==> src/rtl/vid_seq_pkg.sv <==
package vid_seq_pkg;

  // Window comparator flags as delivered by the analog front end.
  typedef struct packed {
    logic lt_uv_trip;   // FB below the low trip point
    logic gt_uv_clear;  // FB above the low clear point
    logic gt_ov_trip;   // FB above the high trip point
    logic lt_ov_clear;  // FB below the high clear point
  } fb_flags_t;

  // Hysteresis state of the two sides of the window.
  typedef struct packed {
    logic low_bad;
    logic high_bad;
  } pg_state_t;

  localparam pg_state_t PG_START = '{low_bad: 1'b1, high_bad: 1'b0};

  // Trip has priority over clear; between the two points a side keeps its state.
  function automatic pg_state_t pg_step(input pg_state_t cur, input fb_flags_t f);
    pg_state_t nxt;
    nxt = cur;
    if (f.lt_uv_trip)       nxt.low_bad  = 1'b1;
    else if (f.gt_uv_clear) nxt.low_bad  = 1'b0;
    if (f.gt_ov_trip)       nxt.high_bad = 1'b1;
    else if (f.lt_ov_clear) nxt.high_bad = 1'b0;
    return nxt;
  endfunction

endpackage

==> src/rtl/vid_ss_timer.sv <==
module vid_ss_timer #(
  parameter int SS_TICKS = 124992,
  parameter int RAMP_W   = 5
) (
  input  logic              clk,
  input  logic              rst_n,
  input  logic              en_i,
  output logic [RAMP_W-1:0] ramp_o,
  output logic              done_o,
  output logic              ready_o
);
  localparam int RAMP_MAX   = (1 << RAMP_W) - 1;
  localparam int STEP_TICKS = (SS_TICKS / RAMP_MAX < 1) ? 1 : SS_TICKS / RAMP_MAX;
  localparam int RDY_TICKS  = (SS_TICKS * 17) / 10;
  localparam int EL_W       = $clog2(RDY_TICKS + 1);
  localparam int STEP_W     = $clog2(STEP_TICKS + 1);
  localparam logic [EL_W-1:0]   SS_C      = EL_W'(SS_TICKS);
  localparam logic [EL_W-1:0]   RDY_C     = EL_W'(RDY_TICKS);
  localparam logic [STEP_W-1:0] STEP_LAST = STEP_W'(STEP_TICKS - 1);
  localparam logic [RAMP_W-1:0] RAMP_TOP  = RAMP_W'(RAMP_MAX);

  logic [EL_W-1:0]   elapsed;
  logic [STEP_W-1:0] step_cnt;
  logic              done_q, ready_q;

  // Elapsed edges since enable, saturating at the interface-ready point.
  always_ff @(posedge clk or negedge rst_n) begin
    if (!rst_n)              elapsed <= '0;
    else if (!en_i)          elapsed <= '0;
    else if (elapsed != RDY_C) elapsed <= elapsed + 1'b1;
  end

  // Ramp advances one level every STEP_TICKS edges until full scale.
  always_ff @(posedge clk or negedge rst_n) begin
    if (!rst_n) begin
      step_cnt <= '0;
      ramp_o   <= '0;
    end else if (!en_i) begin
      step_cnt <= '0;
      ramp_o   <= '0;
    end else if (ramp_o != RAMP_TOP) begin
      if (step_cnt == STEP_LAST) begin
        step_cnt <= '0;
        ramp_o   <= ramp_o + 1'b1;
      end else begin
        step_cnt <= step_cnt + 1'b1;
      end
    end
  end

  // Flags registered from the next elapsed value so they line up with it.
  always_ff @(posedge clk or negedge rst_n) begin
    if (!rst_n) begin
      done_q  <= 1'b0;
      ready_q <= 1'b0;
    end else if (!en_i) begin
      done_q  <= 1'b0;
      ready_q <= 1'b0;
    end else begin
      done_q  <= (elapsed + 1'b1 >= SS_C)  || done_q;
      ready_q <= (elapsed + 1'b1 >= RDY_C) || ready_q;
    end
  end

  assign done_o  = done_q;
  assign ready_o = ready_q;

endmodule

==> src/rtl/vid_slew.sv <==
module vid_slew #(
  parameter int CODE_W     = 7,
  parameter int SLEW_TICKS = 125,
  parameter int FCCM_TICKS = 12500,
  parameter int DEF_CODE   = 0
) (
  input  logic              clk,
  input  logic              rst_n,
  input  logic              en_i,
  input  logic              take_i,
  input  logic [CODE_W-1:0] code_i,
  output logic [CODE_W-1:0] ref_o,
  output logic              fccm_o,
  output logic              hold_next_o
);
  localparam int WIN_W = $clog2(FCCM_TICKS + 1);
  localparam logic [WIN_W-1:0]  WIN_LOAD = WIN_W'(FCCM_TICKS);
  localparam logic [CODE_W-1:0] DEF_C    = CODE_W'(DEF_CODE);

  logic [CODE_W-1:0] target;
  logic [WIN_W-1:0]  win_cnt, win_next;
  logic              step_now;

  // Forced-CCM window: loaded by each accepted code, counts down to zero.
  always_comb begin
    if (!en_i)             win_next = '0;
    else if (take_i)       win_next = WIN_LOAD;
    else if (win_cnt != '0) win_next = win_cnt - 1'b1;
    else                   win_next = '0;
  end

  always_ff @(posedge clk or negedge rst_n) begin
    if (!rst_n) win_cnt <= '0;
    else        win_cnt <= win_next;
  end

  assign fccm_o      = (win_cnt != '0);
  assign hold_next_o = (win_next != '0);

  always_ff @(posedge clk or negedge rst_n) begin
    if (!rst_n)      target <= DEF_C;
    else if (!en_i)  target <= DEF_C;
    else if (take_i) target <= code_i;
  end

  // Step pacing: a counter when steps are spaced, a direct step otherwise.
  generate
    if (SLEW_TICKS > 1) begin : g_paced
      localparam int SL_W = $clog2(SLEW_TICKS);
      localparam logic [SL_W-1:0] SL_LAST = SL_W'(SLEW_TICKS - 1);
      logic [SL_W-1:0] pace;
      always_ff @(posedge clk or negedge rst_n) begin
        if (!rst_n)                         pace <= '0;
        else if (!en_i || ref_o == target)  pace <= '0;
        else if (pace == SL_LAST)           pace <= '0;
        else                                pace <= pace + 1'b1;
      end
      assign step_now = (ref_o != target) && (pace == SL_LAST);
    end else begin : g_direct
      assign step_now = (ref_o != target);
    end
  endgenerate

  always_ff @(posedge clk or negedge rst_n) begin
    if (!rst_n)        ref_o <= DEF_C;
    else if (!en_i)    ref_o <= DEF_C;
    else if (step_now) ref_o <= (ref_o < target) ? ref_o + 1'b1 : ref_o - 1'b1;
  end

endmodule

==> src/rtl/vid_pg_window.sv <==
module vid_pg_window
  import vid_seq_pkg::*;
(
  input  logic      clk,
  input  logic      rst_n,
  input  logic      en_i,
  input  fb_flags_t flags_i,
  input  logic      hold_i,
  output logic      ok_o,
  output logic      pgood_o
);
  pg_state_t st, st_next;

  always_comb begin
    st_next = en_i ? pg_step(st, flags_i) : PG_START;
  end

  always_ff @(posedge clk or negedge rst_n) begin
    if (!rst_n) st <= PG_START;
    else        st <= st_next;
  end

  assign ok_o = !st.low_bad && !st.high_bad;

  // Masked output: frozen while the window counter stays non-zero.
  always_ff @(posedge clk or negedge rst_n) begin
    if (!rst_n)       pgood_o <= 1'b0;
    else if (!en_i)   pgood_o <= 1'b0;
    else if (!hold_i) pgood_o <= !st_next.low_bad && !st_next.high_bad;
  end

endmodule

==> src/rtl/vid_ref_sequencer.sv <==
module vid_ref_sequencer
  import vid_seq_pkg::*;
#(
  parameter int CODE_W     = 7,
  parameter int RAMP_W     = 5,
  parameter int SS_TICKS   = 124992,
  parameter int FCCM_TICKS = 12500,
  parameter int SLEW_TICKS = 125,
  parameter int DEF_CODE   = 0
) (
  input  logic              clk,
  input  logic              rst_n,
  input  logic              en_i,
  input  logic              code_valid_i,
  output logic              code_ready_o,
  input  logic [CODE_W-1:0] code_i,
  input  logic              fb_lt_uv_trip_i,
  input  logic              fb_gt_uv_clear_i,
  input  logic              fb_gt_ov_trip_i,
  input  logic              fb_lt_ov_clear_i,
  output logic [CODE_W-1:0] ref_code_o,
  output logic [RAMP_W-1:0] ss_ramp_o,
  output logic              ss_done_o,
  output logic              if_ready_o,
  output logic              fccm_o,
  output logic              pgood_o
);
  fb_flags_t flags;
  logic      take;
  logic      hold_next;
  logic      pg_ok;

  assign flags = '{lt_uv_trip:  fb_lt_uv_trip_i,
                   gt_uv_clear: fb_gt_uv_clear_i,
                   gt_ov_trip:  fb_gt_ov_trip_i,
                   lt_ov_clear: fb_lt_ov_clear_i};

  assign code_ready_o = if_ready_o;
  assign take         = code_valid_i && code_ready_o;

  vid_ss_timer #(.SS_TICKS(SS_TICKS), .RAMP_W(RAMP_W)) u_ss (
    .clk(clk), .rst_n(rst_n), .en_i(en_i),
    .ramp_o(ss_ramp_o), .done_o(ss_done_o), .ready_o(if_ready_o)
  );

  vid_slew #(.CODE_W(CODE_W), .SLEW_TICKS(SLEW_TICKS),
             .FCCM_TICKS(FCCM_TICKS), .DEF_CODE(DEF_CODE)) u_slew (
    .clk(clk), .rst_n(rst_n), .en_i(en_i), .take_i(take), .code_i(code_i),
    .ref_o(ref_code_o), .fccm_o(fccm_o), .hold_next_o(hold_next)
  );

  vid_pg_window u_pg (
    .clk(clk), .rst_n(rst_n), .en_i(en_i), .flags_i(flags),
    .hold_i(hold_next), .ok_o(pg_ok), .pgood_o(pgood_o)
  );

endmodule

==> config.mk <==
export PLATFORM = sky130hd
export DESIGN_NAME = vid_ref_sequencer
export DESIGN_NICKNAME = d
export VERILOG_FILES = /design/src/rtl/vid_seq_pkg.sv /design/src/rtl/vid_ss_timer.sv /design/src/rtl/vid_slew.sv /design/src/rtl/vid_pg_window.sv /design/src/rtl/vid_ref_sequencer.sv
export SDC_FILE = /design/constraint.sdc
export NUM_CORES = 1
export LEC_CHECK = 0
export BUFFER_PORTS_ARGS = -buffer_cell sky130_fd_sc_hd__clkbuf_2
export CAP_MARGIN = 30
export CORE_MARGIN = 5
export CORE_UTILIZATION = 65
export DETAILED_ROUTE_END_ITERATION = 10
export PLACE_DENSITY = 0.89
export SKIP_CTS_REPAIR_TIMING = 1
export SLEW_MARGIN = 15
export SYNTH_ARGS = -nofsm -noshare
export SYNTH_HDL_FRONTEND = slang
export SYNTH_HIERARCHICAL = 1
export SYNTH_SLANG_ARGS = --single-unit
==> constraint.sdc <==
create_clock -name clk -period 7.7 [get_ports clk]
set_clock_uncertainty 0.05 [all_clocks]
set_input_delay 1.155 -clock clk [delete_from_list [all_inputs] [get_ports clk]]
set_output_delay 1.155 -clock clk [all_outputs]
set_load 0.01 [all_outputs]
==> reports/results.ini <==
[die]
initial_core_util_pct=66.1
rows=30
die_y_um=92.9
die_area_um2=8630
die_x_um=92.9
ios=32
coreArea_um2=6760

[global_route]
grt_max_degree=76
grt_pass1_vias=3413
grt_first_pass_wirelength_mm=15.7
gr-usage-all-layers_pct=22.2
grt_antenna_before_repair=0
grt_overflow=0

[yosys]
synth_fp_nets=511
synth_warnings=6
syn_inst=474
avgSynthCellArea_um2=9.42
synth_area_um2=4470

[cts]
clkTransAtPathRegs_ns=0.09
root_buffer=clkbuf_8
cts_tree=yes
htreeDepth=3
numCtsBuffers=9
clkSinkCount=75
insertion_delay_ns=0.35
cts.path.max_buffers=2

[flow_run]
maxCapViolations=0

[final_layout]
fin_nets=535
drive_gt1_share_pct=13.7
n_antenna_cell=0
syn2layout_area_growth_pct=9.92
post-route-util_pct=72.7

[power_and_ir_drop]
power_frac_seq_pct=49.4
switching_share_pct=22.8
power_frac_comb_pct=4.8
power_switching_uw=187
vdd_drop_max_v=0.0000965
power_leakage_nw=2.16
clockPowerShare_pct=45.7
powerDensity_nw_per_um2=167
p_int_uw=632

[route]
ant_nets=0
vias_per_cell=6.08
wire_per_inst_um=15.6
wirelength_mm=9.10
remaining_drc_errors=0
via_count=3547
dr.first_iter.drc_count=190
dr.pass1.iters=5

[critical_path]
r2r_slack_ns=4.39
end_kind=flip-flop
critPathTopFamily=compound AO/OA/AOI/OAI gates
r2r-start=u_slew/ref_o[5]$_DFFE_PN0P_
required_ns=7.93
worstPathMaxFanout=6
crit_type=flip-flop to flip-flop
start_kind=flip-flop
r2r_cells=12
cp_slowest_cell=dfrtp_1
critPathMaxStageDelay_ns=0.43
path_buf_inv=1
cp_cell_sequence=ha_1 -> and3_1 -> a221o_1 -> a31oi_1 -> inv_1 -> ha_1 -> o21ai_0 -> a21oi_1 -> o22ai_1 -> xnor2_1 -> or3_1 -> a21boi_1
crit_top_cell=ha_1
r2r-end=u_slew/ref_o[6]$_DFFE_PN0P_
cp.arrival_ns=3.53

[worst_hold_path]
min_from=u_slew/win_cnt[0]$_DFF_PN0_
min_to=u_slew/win_cnt[0]$_DFF_PN0_
hold_depth=1
min_path_type=flip-flop to flip-flop

[timing]
relSlewSlack_pct=45.2
period_share_pct=42.9
tns_ns=0
period_minus_slack_ns=3.31
slew_violations=0
worst_slew_pin_slew_ns=0.822
fmax_mhz=302
holdWs_ns=0.436
hold_viol_final=0
setup_viol=0
rsz0062_at_grt=no

[status]
status=finished clean

[placed_design]
port_buffers=31
finalWeightedCongestion=0.958
hpwl_mm=6.29

power by group through the flow:
stage	sequential [mW]	combinational, mW	clock (mW)
after CTS	0.405	0.0383	0.380
after detailed placement	0.412	0.0382	0
after global placement	0.412	0.0365	0
after floorplan	0.411	0.0201	0
final	0.405	0.0397	0.374
after global routing	0.406	0.0456	0.399
metrics by stage:
step / power, mW / instance area [um^2] / cells / setup WS (ns)
global placement: 0.448 / 4630 / 565 / 4.33
floorplan: 0.431 / 4470 / 474 / 4.68
finish: 0.819 / 4910 / 583 / 4.39
global route: 0.850 / 4910 / 583 / 4.12
CTS: 0.823 / 4870 / 581 / 4.41
detailed placement: 0.451 / 4630 / 565 / 4.20
routing by layer:
layer	wire length [um]	GRT usage [%]	vias up
li1	-	-	1716
met4	59	6.35	0
met2	4540	37.0	93
met5	0	0	-
met1	4090	29.8	1730
met3	414	4.22	8
layout make-up:
cell class | instances | area [um^2]
Tap cell | 80 | 100
Multi-Input combinational cell | 354 | 2400
Inverter | 25 | 93.8
Timing Repair Buffer | 33 | 193
Clock buffer | 9 | 124
Sequential cell | 75 | 1880
Fill cell | 463 | 1850
Clock inverter | 7 | 125
worst reg2reg max path, cell delays in order, from the launching register on:
cell and delay, ns:
dfrtp_1 0.43, ha_1 0.32, and3_1 0.21, a221o_1 0.31, a31oi_1 0.30, inv_1 0.20
ha_1 0.38, o21ai_0 0.22, a21oi_1 0.08, o22ai_1 0.18, xnor2_1 0.10, or3_1 0.32
a21boi_1 0.14
flip-flops by register name, indices dropped and copies added (netlist names):
| signal | flops |
|---|---|
| u_pg/pgood_o | 1 |
| u_pg/st | 2 |
| u_slew/g_paced.pace | 7 |
| u_slew/ref_o | 7 |
| u_slew/target | 7 |
| u_slew/win_cnt | 14 |
| u_ss/done_o | 1 |
| u_ss/elapsed | 18 |
| u_ss/ramp_o | 5 |
| u_ss/ready_o | 1 |
| u_ss/step_cnt | 12 |
worst max-delay path by stage:
| stage | from | end | slack [ns] | depth (start not counted) |
|---|---|---|---|---|
| after detailed placement | en_i | u_ss/ramp_o[3]$_DFFE_PN0P_ | 4.20 | 6 |
| after floorplan | u_slew/ref_o[5]$_DFFE_PN0P_ | u_slew/ref_o[6]$_DFFE_PN0P_ | 4.68 | 12 |
| after global routing | u_slew/ref_o[5]$_DFFE_PN0P_ | u_slew/ref_o[6]$_DFFE_PN0P_ | 4.12 | 12 |
| after CTS | u_slew/ref_o[5]$_DFFE_PN0P_ | u_slew/ref_o[6]$_DFFE_PN0P_ | 4.41 | 12 |
| final | u_slew/ref_o[5]$_DFFE_PN0P_ | u_slew/ref_o[6]$_DFFE_PN0P_ | 4.39 | 12 |
| after global placement | en_i | u_ss/ramp_o[3]$_DFFE_PN0P_ | 4.33 | 6 |
cells in the final DEF, fill, tap and decap left out, drive strengths merged, types with 3 or more instances in the layout:
master   instances
dfrtp           74
nor2            44
clkbuf          39
nand2           32
xnor2           26
inv             26
nand3           23
o21ai           22
ha              21
a21oi           20
nor2b           18
nand4           14
xor2            14
and2            10
and3            10
mux2i            9
nor4             9
or3              8
nand2b           7
nor3             7
mux2             5
a22o             4
bufinv           3
o21a             3
nand3b           3
a31oi            3
a2bb2oi          3
buf              3
or2              3
or4              3
o31ai            3
nor4b            3
a21boi           3
No activity file was read; power rests on OpenSTA's default activity.
